===== src/rtl/frl_pat_pkg.sv =====
package frl_pat_pkg;
  localparam int LANES  = 4;
  localparam int WORD_W = 40;
  localparam int SEL_W  = 4;
  localparam int LFSR_W = 16;
  localparam int RATE_W = 4;

  typedef enum logic [2:0] {
    M_ZERO, M_DATA, M_ONES, M_NYQ, M_CMP, M_LFSR
  } laneMode_e;

  // per-lane strobes from control to datapath
  typedef struct packed {
    laneMode_e          mode;
    logic               reload;
    logic [SEL_W-1:0]   sel;
  } laneCtl_t;

  function automatic logic [LFSR_W-1:0] seedOf(input logic [SEL_W-1:0] sel);
    case (sel)
      4'd5:    seedOf = 16'hACE1;
      4'd6:    seedOf = 16'h1D0F;
      4'd7:    seedOf = 16'h5A5A;
      4'd8:    seedOf = 16'hB00B;
      default: seedOf = '0;
    endcase
  endfunction

  function automatic int activeLanes(input logic [RATE_W-1:0] rate);
    if (rate == 4'd1 || rate == 4'd2)       activeLanes = 3;
    else if (rate >= 4'd3 && rate <= 4'd6)  activeLanes = 4;
    else                                    activeLanes = 0;
  endfunction
endpackage


===== src/rtl/frl_pat_ctrl.sv =====
module frl_pat_ctrl
  import frl_pat_pkg::*;
#(
  parameter int NLANE = LANES,
  parameter int SELW  = SEL_W,
  parameter int RATEW = RATE_W
) (
  input  logic                    clk,
  input  logic                    rst,
  input  logic                    linkUp,
  input  logic [RATEW-1:0]        rateCode,
  input  logic [NLANE*SELW-1:0]   patSel,
  output laneCtl_t [NLANE-1:0]    ctl
);
  int nAct;
  assign nAct = activeLanes(rateCode);

  for (genvar k = 0; k < NLANE; k++) begin : g_lane
    logic [SELW-1:0] sel;
    logic [SELW-1:0] prevSel;
    laneMode_e       mode;

    assign sel = patSel[k*SELW +: SELW];

    always_ff @(posedge clk or posedge rst) begin
      if (rst) prevSel <= '0;
      else     prevSel <= sel;
    end

    always_comb begin
      if (k >= nAct)   mode = M_ZERO;
      else if (linkUp) mode = M_DATA;
      else begin
        case (sel)
          4'd1:                 mode = M_ONES;
          4'd3:                 mode = M_NYQ;
          4'd4:                 mode = M_CMP;
          4'd5, 4'd6, 4'd7, 4'd8: mode = M_LFSR;
          default:              mode = M_ZERO;
        endcase
      end
    end

    assign ctl[k].mode   = mode;
    assign ctl[k].reload = (sel != prevSel);
    assign ctl[k].sel    = sel;
  end
endmodule


===== src/rtl/frl_pat_dp.sv =====
module frl_pat_dp
  import frl_pat_pkg::*;
#(
  parameter int NLANE = LANES,
  parameter int WW    = WORD_W,
  parameter int LW    = LFSR_W
) (
  input  logic                  clk,
  input  logic                  rst,
  input  laneCtl_t [NLANE-1:0]  ctl,
  input  logic [NLANE*WW-1:0]   dataIn,
  output logic [NLANE*WW-1:0]   laneOut
);
  localparam logic [LW-1:0] TAPS     = 16'h801C;
  localparam logic [WW-1:0] NYQ_WORD = {(WW/2){2'b10}};
  localparam logic [WW-1:0] CMP_WORD = {{(WW/2){1'b1}}, {(WW/2){1'b0}}};

  // returns {next state, emitted word}
  function automatic logic [LW+WW-1:0] runLfsr(input logic [LW-1:0] s0);
    logic [LW-1:0] s;
    logic [WW-1:0] w;
    s = s0;
    w = '0;
    for (int i = 0; i < WW; i++) begin
      w[i] = s[LW-1];
      s    = {s[LW-2:0], ^(s & TAPS)};
    end
    return {s, w};
  endfunction

  for (genvar k = 0; k < NLANE; k++) begin : g_lane
    logic [LW-1:0] st;
    logic [LW-1:0] cur;
    logic [LW-1:0] nxt;
    logic [WW-1:0] prbs;
    logic [WW-1:0] word;

    assign cur         = ctl[k].reload ? seedOf(ctl[k].sel) : st;
    assign {nxt, prbs} = runLfsr(cur);

    always_comb begin
      case (ctl[k].mode)
        M_DATA:  word = dataIn[k*WW +: WW];
        M_ONES:  word = '1;
        M_NYQ:   word = NYQ_WORD;
        M_CMP:   word = CMP_WORD;
        M_LFSR:  word = prbs;
        default: word = '0;
      endcase
    end

    always_ff @(posedge clk or posedge rst) begin
      if (rst) begin
        st                  <= '0;
        laneOut[k*WW +: WW] <= '0;
      end else begin
        st                  <= nxt;
        laneOut[k*WW +: WW] <= word;
      end
    end
  end
endmodule


===== src/rtl/frl_pat_gen.sv =====
module frl_pat_gen
  import frl_pat_pkg::*;
(
  input  logic              clk,
  input  logic              rst,
  input  logic              linkUp,
  input  logic [RATE_W-1:0] rateCode,
  input  logic [15:0]       patSel,
  input  logic [WORD_W-1:0] dataLane0,
  input  logic [WORD_W-1:0] dataLane1,
  input  logic [WORD_W-1:0] dataLane2,
  input  logic [WORD_W-1:0] dataLane3,
  output logic [WORD_W-1:0] outLane0,
  output logic [WORD_W-1:0] outLane1,
  output logic [WORD_W-1:0] outLane2,
  output logic [WORD_W-1:0] outLane3
);
  laneCtl_t [LANES-1:0]     ctl;
  logic [LANES*WORD_W-1:0]  dataIn;
  logic [LANES*WORD_W-1:0]  laneOut;

  assign dataIn = {dataLane3, dataLane2, dataLane1, dataLane0};

  frl_pat_ctrl u_ctrl (
    .clk(clk), .rst(rst), .linkUp(linkUp), .rateCode(rateCode),
    .patSel(patSel), .ctl(ctl)
  );

  frl_pat_dp u_dp (
    .clk(clk), .rst(rst), .ctl(ctl), .dataIn(dataIn), .laneOut(laneOut)
  );

  assign {outLane3, outLane2, outLane1, outLane0} = laneOut;
endmodule


===== config.mk =====
export PLATFORM = sky130hd
export DESIGN_NAME = frl_pat_gen
export DESIGN_NICKNAME = d
export VERILOG_FILES = /design/src/rtl/frl_pat_pkg.sv /design/src/rtl/frl_pat_ctrl.sv /design/src/rtl/frl_pat_dp.sv /design/src/rtl/frl_pat_gen.sv
export SDC_FILE = /design/constraint.sdc
export NUM_CORES = 1
export LEC_CHECK = 0
export BUFFER_PORTS_ARGS = -buffer_cell sky130_fd_sc_hd__buf_2
export CAP_MARGIN = 15
export CORE_MARGIN = 4
export CORE_UTILIZATION = 55
export CTS_BUF_LIST = sky130_fd_sc_hd__clkbuf_16
export CTS_CLUSTER_SIZE = 28
export DETAILED_ROUTE_END_ITERATION = 10
export PLACE_DENSITY = 0.8
export SETUP_SLACK_MARGIN = 0.02
export SLEW_MARGIN = 20
export SYNTH_ARGS = -nofsm -noshare
export SYNTH_HDL_FRONTEND = slang
export SYNTH_SLANG_ARGS = --single-unit
export TNS_END_PERCENT = 50

===== constraint.sdc =====
create_clock -name clk -period 10.1 [get_ports clk]
set_clock_uncertainty 0.15 [all_clocks]
set_input_delay 1.01 -clock clk [delete_from_list [all_inputs] [get_ports clk]]
set_output_delay 1.01 -clock clk [all_outputs]
set_load 0.02 [all_outputs]

Yosys cells after proc, flatten, opt, wreduce, memory -nomap -nowiden
Cells that the tools add are included.
{"block": "classes", "order_cmp": 6, "eq_ne": 54, "muxes": 26, "n_reduce_logical": 166}
{"operator": "16-bit parity", "n": 160}
{"operator": "40-bit case mux with 5 select lines", "n": 4}
{"operator": "16-bit case mux with 4 select lines", "n": 4}
{"operator": "4-bit by 3-bit == test with 1-bit output (second input constant)", "n": 16}
{"operator": "3-bit by 32-bit greater-or-equal comparator with 1-bit output (first input constant)", "n": 2}
{"operator": "16-bit two-way mux", "n": 4}
{"operator": "3-bit case mux with 4 select lines", "n": 4}
{"operator": "1-bit by 32-bit greater-or-equal comparator with 1-bit output (first input constant)", "n": 1}
{"operator": "2-bit by 32-bit greater-or-equal comparator with 1-bit output (first input constant)", "n": 1}
{"operator": "32-bit two-way mux", "n": 1}
{"operator": "3-bit two-way mux", "n": 9}
{"operator": "3-bit by 2-bit == test with 1-bit output (second input constant)", "n": 8}
{"operator": "3-bit == test (second input constant)", "n": 8}
{"operator": "4-bit by 1-bit == test with 1-bit output (second input constant)", "n": 5}
{"operator": "4-bit by 2-bit == test with 1-bit output (second input constant)", "n": 5}
{"operator": "4-bit == test (second input constant)", "n": 4}
{"operator": "4-bit inequality test", "n": 4}
{"operator": "4-bit OR reduction", "n": 4}
{"operator": "3-bit by 1-bit == test with 1-bit output (second input constant)", "n": 4}
{"operator": "4-bit by 2-bit greater-or-equal comparator with 1-bit output (second input constant)", "n": 1}
{"operator": "4-bit by 3-bit less-or-equal comparator with 1-bit output (second input constant)", "n": 1}
{"operator": "1-bit logical AND", "n": 1}
{"operator": "1-bit logical OR", "n": 1}
{"block": "word_totals", "regBits": 240, "inputBits": 183, "out_inout_bits": 160, "word_cells": 264}

Longest topological paths before layout
Gate-level depths: netlist of run 1.
{"block": "depth", "word_depth": 17, "mapped_depth": 15, "ltp_nobuf": 11}

Hierarchy
A second synthesis of run 1 with hierarchy kept.
{"block": "unflattened", "cells_unflattened": 1624, "hier_area_um2": 17402.9}
{"module": "frl_pat_dp", "instances": 1, "cells_per_inst": 1530, "area_per_inst_um2": 16420.7}
{"module": "frl_pat_ctrl", "instances": 1, "cells_per_inst": 94, "area_per_inst_um2": 982.2}

Least setup slack after synthesis of run 1
Ideal clock, no wire load.
{"block": "synth_timing", "path_kind": "input-to-reg", "start": "input patSel[10]", "end": "register u_dp.g_lane[2].st[2]", "arrival_ns": 4.617, "required_ns": 9.816, "slack_ns": 5.200, "stages": 12, "n_path_buf": 1, "cell_sequence": "buf_2 -> xnor2_1 -> nand4_1 -> mux2i_1 -> xor2_1 -> xnor2_1 -> xnor2_1 -> xnor3_1 -> xnor3_1 -> xnor2_1 -> xor2_1 -> xnor3_1"}
{"block": "synth_via", "elab_chain_len": 16, "elab_cells_between_ends": 43}
{"element": "from (decl)", "line": "frl_pat_gen.sv:8", "text": "input logic [15:0] patSel,"}
{"element": "4-bit == test or 4-bit by 3-bit == test with 1-bit output (tied branches)", "line": "frl_pat_pkg.sv:20", "text": "case (sel)"}
{"element": "16-bit case mux with 4 select lines", "line": "frl_pat_pkg.sv:20"}
{"element": "16-bit two-way mux (*)", "line": "frl_pat_dp.sv:38", "text": "assign cur = ctl[k].reload ? seedOf(ctl[k].sel) : st;"}
{"element": "16-bit parity (12 in series)", "line": "frl_pat_dp.sv:26", "text": "s = {s[LW-2:0], ^(s & TAPS)};"}
{"element": "16-bit parity (*)", "line": "frl_pat_dp.sv:26"}
{"element": "net u_dp.g_lane[2].nxt[2]", "line": "frl_pat_dp.sv:34", "text": "logic [LW-1:0] nxt;"}
{"element": "to (signal assigned)", "line": "frl_pat_dp.sv:57", "text": "st <= nxt;"}
{"element": "to (decl)", "line": "frl_pat_dp.sv:32", "text": "logic [LW-1:0] st;"}
Mark *: on every way through the listed nets, which the timed path passes. The rest lies on a longest branch.

Final worst setup path of run 1
{"block": "layout_timing", "start": "input patSel[8]", "end": "register u_dp.g_lane[2].st[2]"}
The elaborated chain is that of the path after synthesis.

==> results of run 1 <==
## kinds of logic (layout without fill, tap and decap cells)
group / Yosys count / in the layout
xor gates and xnor gates: 548 / 548
buffers and inverters: 97 / 427
AOI/OAI and AO/OA: 349 / 349
muxes: 33 / 33
DFF: 240 / 240
other: 0 / 1
and+or+nand+nor: 211 / 211
## sequential cells by signal (all words and copies together), names as in the netlist
name,cells
u_dp.g_lane.st,64
u_ctrl.g_lane.prevSel,16
u_dp.laneOut,160
## Yosys cell counts, drive strengths merged, types with 4 or more instances
| cell type | instances |
|---|---|
| a211o | 15 |
| a21boi | 6 |
| a21o | 5 |
| a21oi | 144 |
| a221o | 59 |
| and2 | 4 |
| buf | 27 |
| clkbuf | 60 |
| dfrtp | 240 |
| inv | 10 |
| mux2 | 5 |
| mux2i | 28 |
| nand2 | 76 |
| nand2b | 8 |
| nand3 | 14 |
| nand3b | 5 |
| nand4 | 4 |
| nor2 | 41 |
| nor2b | 9 |
| nor3 | 9 |
| nor4 | 5 |
| o211ai | 5 |
| o21ai | 103 |
| or2 | 5 |
| or3b | 5 |
| or4b | 4 |
| xnor2 | 334 |
| xnor3 | 51 |
| xor2 | 141 |
| xor3 | 22 |
## cell type report
class                      count  share of cell area (%)
timing repair buffer         367                    10.0
antenna                        1                  0.0130
clock buffer                  27                    3.52
inverter                      10                   0.235
clock inverter                23                    1.35
sequential                   240                    31.3
multi-input combinational   1141                    51.1
tap                          384                    2.50
## through the flow
| stage | hold WS (ns) | area [um^2] | util [%] | instances | setup slack [ns] |
|---|---|---|---|---|---|
| floorplan | 0.337 | 16200 | - | 1478 | 2.35 |
| global placement | 0.478 | 18200 | 63.2 | 2141 | 4.49 |
| detailed placement | 0.484 | 18200 | 63.2 | 2141 | 4.27 |
| CTS | 0.488 | 19200 | 66.4 | 2191 | 4.81 |
| global route | 0.510 | 19200 | 66.5 | 2193 | 4.50 |
| finish | 0.413 | 19200 | 66.5 | 2193 | 4.77 |
## routing by layer
layer / wire, um / part of all wire, %
met5: 0 / 0
met4: 1290 / 2.5
met3: 4060 / 8.0
met2: 24600 / 48
met1: 21000 / 41
## worst paths after layout
kind	to	slack (ns)	depth (start not counted)
worst max register to register	u_dp.g_lane[3].st[1]$_DFF_PP0_	4.94	12
min in group clk	u_dp.laneOut[123]$_DFF_PP0_	0.51	2
max in group asynchronous	u_dp.g_lane[0].st[7]$_DFF_PP0_	7.32	4
worst max-delay path	u_dp.g_lane[2].st[2]$_DFF_PP0_	4.77	12
worst min-delay path	u_dp.laneOut[129]$_DFF_PP0_	0.41	2
worst min register to register	u_dp.laneOut[123]$_DFF_PP0_	0.51	2
## worst max-delay path: stages
cell	delay (ns)
buf_2	0.18
xnor2_1	0.26
nand4_1	0.60
mux2i_1	0.74
xor2_1	0.23
xnor2_1	0.15
xnor2_1	0.52
xnor3_1	0.59
xnor3_1	0.41
xnor2_1	0.28
xor2_1	0.36
xnor3_1	0.28
==> summary.txt, run 1 <==
Die
  • Initial Util: 56.0%
  • Number of I/O pins: 343
  • Chip Height: 179 um
  • Rows: 62
  • Die area: 0.0322 mm^2
  • Core Area: roughly 0.029 mm^2
  • Die width: 179 um

Worst setup path
  • Endpoint class of the critical path: register
  • CP Launch Type: primary input
  • Worst reg2reg path startpoint: u_dp.g_lane[3].st[1]$_DFF_PP0_
  • Worst setup path start: patSel[8]
  • WP data required: about 10 ns
  • Crit Path Class: primary input to register
  • CP Max Fanout: 17
  • WP data arrival: 5.61 ns

Route
  • Aggregate routed wire length: 50900 um
  • Drt via density: 5.82
  • Antenna Nets Post-Route: 0
  • DR WL/cell: 23.2 um
  • Iteration count of the initial detailed-routing pass: 6
  • Iteration-0 DRC Markers: ~1200
  • Routed via count: about 13000
  • Drt drc: 0

Yosys
  • Largest area contributor in the netlist: dfrtp_1
  • Post-Synth XOR/XNOR Area: 37.7%
  • Cells after synthesis: 1478
  • Multiplexer share of the synthesized area: 2.23%
  • Post-Syn Nets: 1661
  • Top post-synthesis cells by area: dfrtp_1 37%, xnor2_1 17%, xor2_1 7.4%
  • Share of flip-flops with an asynchronous set or reset: 100%
  • Simple-gate share of the synthesized area: 6.75%
  • Distinct cells, synth: between 70 and 80
  • Top cell type's share of synthesized area: ~37%
  • EDFF count, synth: 0
  • Main combinational cell family by area after synthesis: XOR/XNOR gates
  • Post-Synth Adder-Cell Area: 0%
  • Ys flop type: dfrtp_1
  • Post-synthesis register bit count: 240
  • Sequential share of the synthesized area: a little under two fifths
  • Mapped Avg Cell Area: 10.9 um^2
  • Synthesis warning total: 0
  • Netlist Area Pre-Place: approximately 0.016 mm^2
  • Synth Area in Compound Gates: 13.7%

Clocking
  • Post-CTS Hold Buffers: 0
  • H-Tree Level Count: 1
  • Clk root buf: clkbuf_16
  • CTS tree: done
  • Maximum clock insertion buffer count: 3
  • CTS resizes: 0
  • CTS clk-pin slew, worst paths: 0.06 ns
  • CTS Buf Count: 27
  • Post-CTS Setup Bufs: 0
  • CTS Sinks: 240
  • Clk_lat worst skew: 0.54 ns

Cells and area
  • Share of cells above drive strength 1: a little over a quarter
  • Commonest non-fill, non-tap cell in the layout: buf_2
  • Final nets: between 1500 and 2000
  • Multi-input gate area: 0.00980 mm^2
  • Commonest cells after routing, fill and taps aside: 342 x buf_2, 310 x xnor2_1, 240 x dfrtp_1
  • Register Area: 0.00601 mm^2
  • Fillers: 2275
  • Area Overhead vs Synth: 18.7%

STA
  • Worst Tran Pin Value: 1.06 ns
  • TNS Setup: 0 ns
  • Slew Viols, Final: 0
  • Tcrit/Tclk final: 52.8%
  • Tmin final: around 5.3 ns
  • Final Hold Vio Count: 0
  • Unrepaired setup endpoints after global routing: no
  • Max transition margin: 28.4%
  • Endpoints failing setup: 0
  • F_max: ~190 MHz

GRT
  • GR peak layer: met2
  • First-pass GRT wire length: 79000 um
  • Gr usage total: 30.7%
  • Initial antenna violation count: 1
  • GR Util met1: roughly two fifths
  • Met2 Resource Use GR: 51.5%
  • GR Util met3: 5.54%
  • Number of global-route vias before repair: 13200
  • Grt ovf: 0
  • Largest net degree at the start of global routing: between 100 and 150

Placement
  • Final GP Congestion: 0.953
  • Dpl hpwl: 39700 um
  • Number of port buffers: approximately 340

Outcome
  • Outcome: complete, no violations

Hold path
  • HP Class: primary input to async pin

Job
  • MaxCap Viol Count: 0
Power of run 1 is left out: the tool's default activity adds up to more than one toggle a clock period on the data nets, which glitch-free logic cannot reach.
==> inputs of run 2 (changes only) <==
CORE_UTILIZATION = 51   (was 55)
PLACE_DENSITY = 0.78   (was 0.8)
clock period = 4.65 ns   (was 10.1 ns; I/O delays follow)
==> run 2 against run 1 <==
Net effect:
- design area grew 9.5%
- largest cell class unchanged
- highest routed layer unchanged
- setup slack worse by 4.7 ns
- wire length increased by 5.5%
- worst hold slack got worse by 0.40 ns
- utilization grew 1.5 points
- register-to-register slack got worse by 4.9 ns
- global-route usage down 0.84 points
- sequential cell count did not move
==> summary.txt, run 2 (synthesis results as in run 1) <==
STA
  • Final hold slack: 0.0104 ns (was 0.413 ns)
  • Slew Viols, Final: 0 (unchanged)
  • Tmin final: 4.57 ns
  • F_max: 219 MHz
  • Final Hold Vio Count: 0 (unchanged)
  • Tcrit/Tclk final: between 90% and 100%
  • Worst Tran Pin Value: 1.11 ns (was 1.06 ns)
  • Max transition margin: 26.1% (was 28.4%)
  • Endpoints failing setup: 0 (unchanged)

Outcome
  • Outcome: complete, no violations (unchanged)

Worst setup path
  • Worst reg2reg path startpoint: u_dp.g_lane[0].st[2]$_DFF_PP0_ (was u_dp.g_lane[3].st[1]$_DFF_PP0_)
  • CP Max Fanout: 6 (was 17)
  • Worst setup path start: u_dp.g_lane[0].st[2]$_DFF_PP0_ (was patSel[8])
  • WP data arrival: 4.84 ns (was 5.61 ns)
  • Critical-path cell list: xnor2_4 -> xnor3_2 -> xor2_2 -> a21oi_4 -> xnor2_2 -> xnor3_2 -> xnor2_2 -> xnor3_2 -> xnor3_2 -> xnor2_2 -> xor3_1 (was buf_2 -> xnor2_1 -> nand4_1 -> mux2i_1 -> xor2_1 -> xnor2_1 -> xnor2_1 -> xnor3_1 -> xnor3_1 -> xnor2_1 -> xor2_1 -> xnor3_1)
  • Endpoint class of the critical path: register (unchanged)
  • CP Launch Type: register (was primary input)
  • Reg2Reg Depth: 11 (was 12)
  • WP data required: 4.91 ns (was 10.37 ns)
  • Crit Path Class: register to register (was primary input to register)
  • CP max-delay cell: xnor3_2 (was mux2i_1)
  • Slowest cell delay on critical path: 0.55 ns (was 0.74 ns)
  • Most used cell, CP: xnor3_2 (was xnor2_1)

Clocking
  • Maximum clock insertion buffer count: 3 (unchanged)
  • CTS tree: done (unchanged)
  • Clk root buf: clkbuf_16 (unchanged)
  • H-Tree Level Count: 1 (unchanged)
  • CTS Buf Count: 27 (unchanged)
  • Clk_lat worst skew: 0.55 ns (was 0.54 ns)
  • CTS clk-pin slew, worst paths: 0.06 ns (about the same)
  • CTS Sinks: 240 (unchanged)

Cells and area
  • Commonest non-fill, non-tap cell in the layout: buf_2 (unchanged)
  • Biggest regs: u_dp.laneOut (160), u_dp.g_lane.st (64), u_ctrl.g_lane.prevSel (16) (unchanged)
  • Share of cells above drive strength 1: 29.5% (was 26.8%)
  • Top reg by flops: u_dp.laneOut (unchanged)
  • Fillers: 2241 (was 2275)
  • Multi-input gate area: 0.00998 mm^2 (was 0.00980 mm^2)
  • Final nets: 2157 (was 1970)
  • Commonest cells after routing, fill and taps aside: 342 x buf_2, 300 x xnor2_1, 240 x dfrtp_1 (was 342 x buf_2, 310 x xnor2_1, 240 x dfrtp_1)
  • Max FFs per register: 160 (unchanged)
  • Register Area: 0.00601 mm^2 (unchanged)
  • Area Overhead vs Synth: 29.9% (was 18.7%)

Route
  • Iteration-0 DRC Markers: 1129 (was 1247)
  • Aggregate routed wire length: 53700 um (was 50900 um)
  • Iteration count of the initial detailed-routing pass: 5 (was 6)
  • Drt drc: 0 (unchanged)
  • DR WL/cell: 22.5 um (was 23.2 um)
  • Drt via density: 5.75 (was 5.82)
  • Antenna Nets Post-Route: 0 (unchanged)
  • Routed via count: 13700 (was 12800)

GRT
  • Largest net degree at the start of global routing: 162 (was 116)
  • Gr usage total: 29.9% (was 30.7%)
  • Grt ovf: 0 (unchanged)
  • Number of global-route vias before repair: 14100 (was 13200)
  • First-pass GRT wire length: 80400 um (was 79000 um)
  • Initial antenna violation count: 0 (was 1)

Die
  • Die area: 0.0346 mm^2 (was 0.0322 mm^2)
  • Rows: 64 (was 62)
  • Core Area: 0.0309 mm^2 (was 0.0289 mm^2)
  • Chip Height: 186 um (was 179 um)
  • Die width: 186 um (was 179 um)
  • Number of I/O pins: 343 (unchanged)
  • Initial Util: 52.3% (was 56.0%)

Placement
  • Number of port buffers: 342 (unchanged)
  • Final GP Congestion: 1.03 (was 0.953)
  • Dpl hpwl: 39900 um (was 39700 um)

Hold path
  • HP Class: primary input to register (was primary input to async pin)
  • Hold_sp: dataLane0[37]
  • Hold Path Stages: 3

Job
  • MaxCap Viol Count: 0 (unchanged)
[run 2: changes by cell type in the layout (fill, tap and decap cells not counted), sizes merged]
cell,before,now
clkinvlp,0,2
clkinv,13,10
bufinv,6,4
inv,14,15
buf,367,449
dlygate4sd3,0,105
[run 2: cell type report]
type	instances	area share, %
flip-flops and latches	240	28.6
well taps	396	2.36
clock buffers	27	3.22
clock inverters	21	0.959
repair buffers	554	17.2
multi-input cells	1141	47.5
inverters	10	0.197
diodes	1	0.0119
[run 2: timing repair]
item                                    4_1_cts  5_1_grt
resized for setup                             0       24
setup buffers                                 0        8
hold buffers                                105        0
endpoints found under the setup margin        0       17
hold endpoints to repair                    117        0
[run 2: path summary, 6_finish.rpt]
check                                                 end  slack (ns)
max                        u_dp.g_lane[0].st[3]$_DFF_PP0_        0.08
min                            u_dp.laneOut[37]$_DFF_PP0_        0.01
max reg2reg                u_dp.g_lane[0].st[3]$_DFF_PP0_        0.08
min reg2reg                    u_dp.laneOut[83]$_DFF_PP0_        0.45
max in group asynchronous     u_dp.laneOut[127]$_DFF_PP0_        2.73
min in group asynchronous       u_dp.laneOut[5]$_DFF_PP0_        0.35
[run 2: per-stage QoR]
step	setup TNS (ns)	utilization (%)	worst slack [ns]	cells	cell area, um^2
global placement	-0.0791	61.0	-0.0791	2228	18900
detailed placement	-0.0780	61.0	-0.0444	2228	18900
global route	-0.00111	68.0	-0.00111	2389	21000
floorplan	0	-	0.295	1478	16200
finish	0	68.0	0.0753	2390	21000
CTS	0	67.3	0.0510	2381	20800
[run 2: routing by layer]
metal | vias up | track usage [%] | routed length (um)
met5 | - | 0 | 0
met4 | 0 | 10.2 | 1880
met3 | 150 | 6.16 | 4850
met2 | 829 | 49.8 | 25900
met1 | 6677 | 39.1 | 21100
li1 | 6093 | - | -
[run 2: critical path, delay by kind of cell, from the launching register on]
kind / cells / cell delay (ns)
xor gates and xnor gates: 10 / 3.47
AOI/OAI and AO/OA: 1 / 0.27
DFF: 1 / 0.54
Power of run 2 is left out for the same reason.
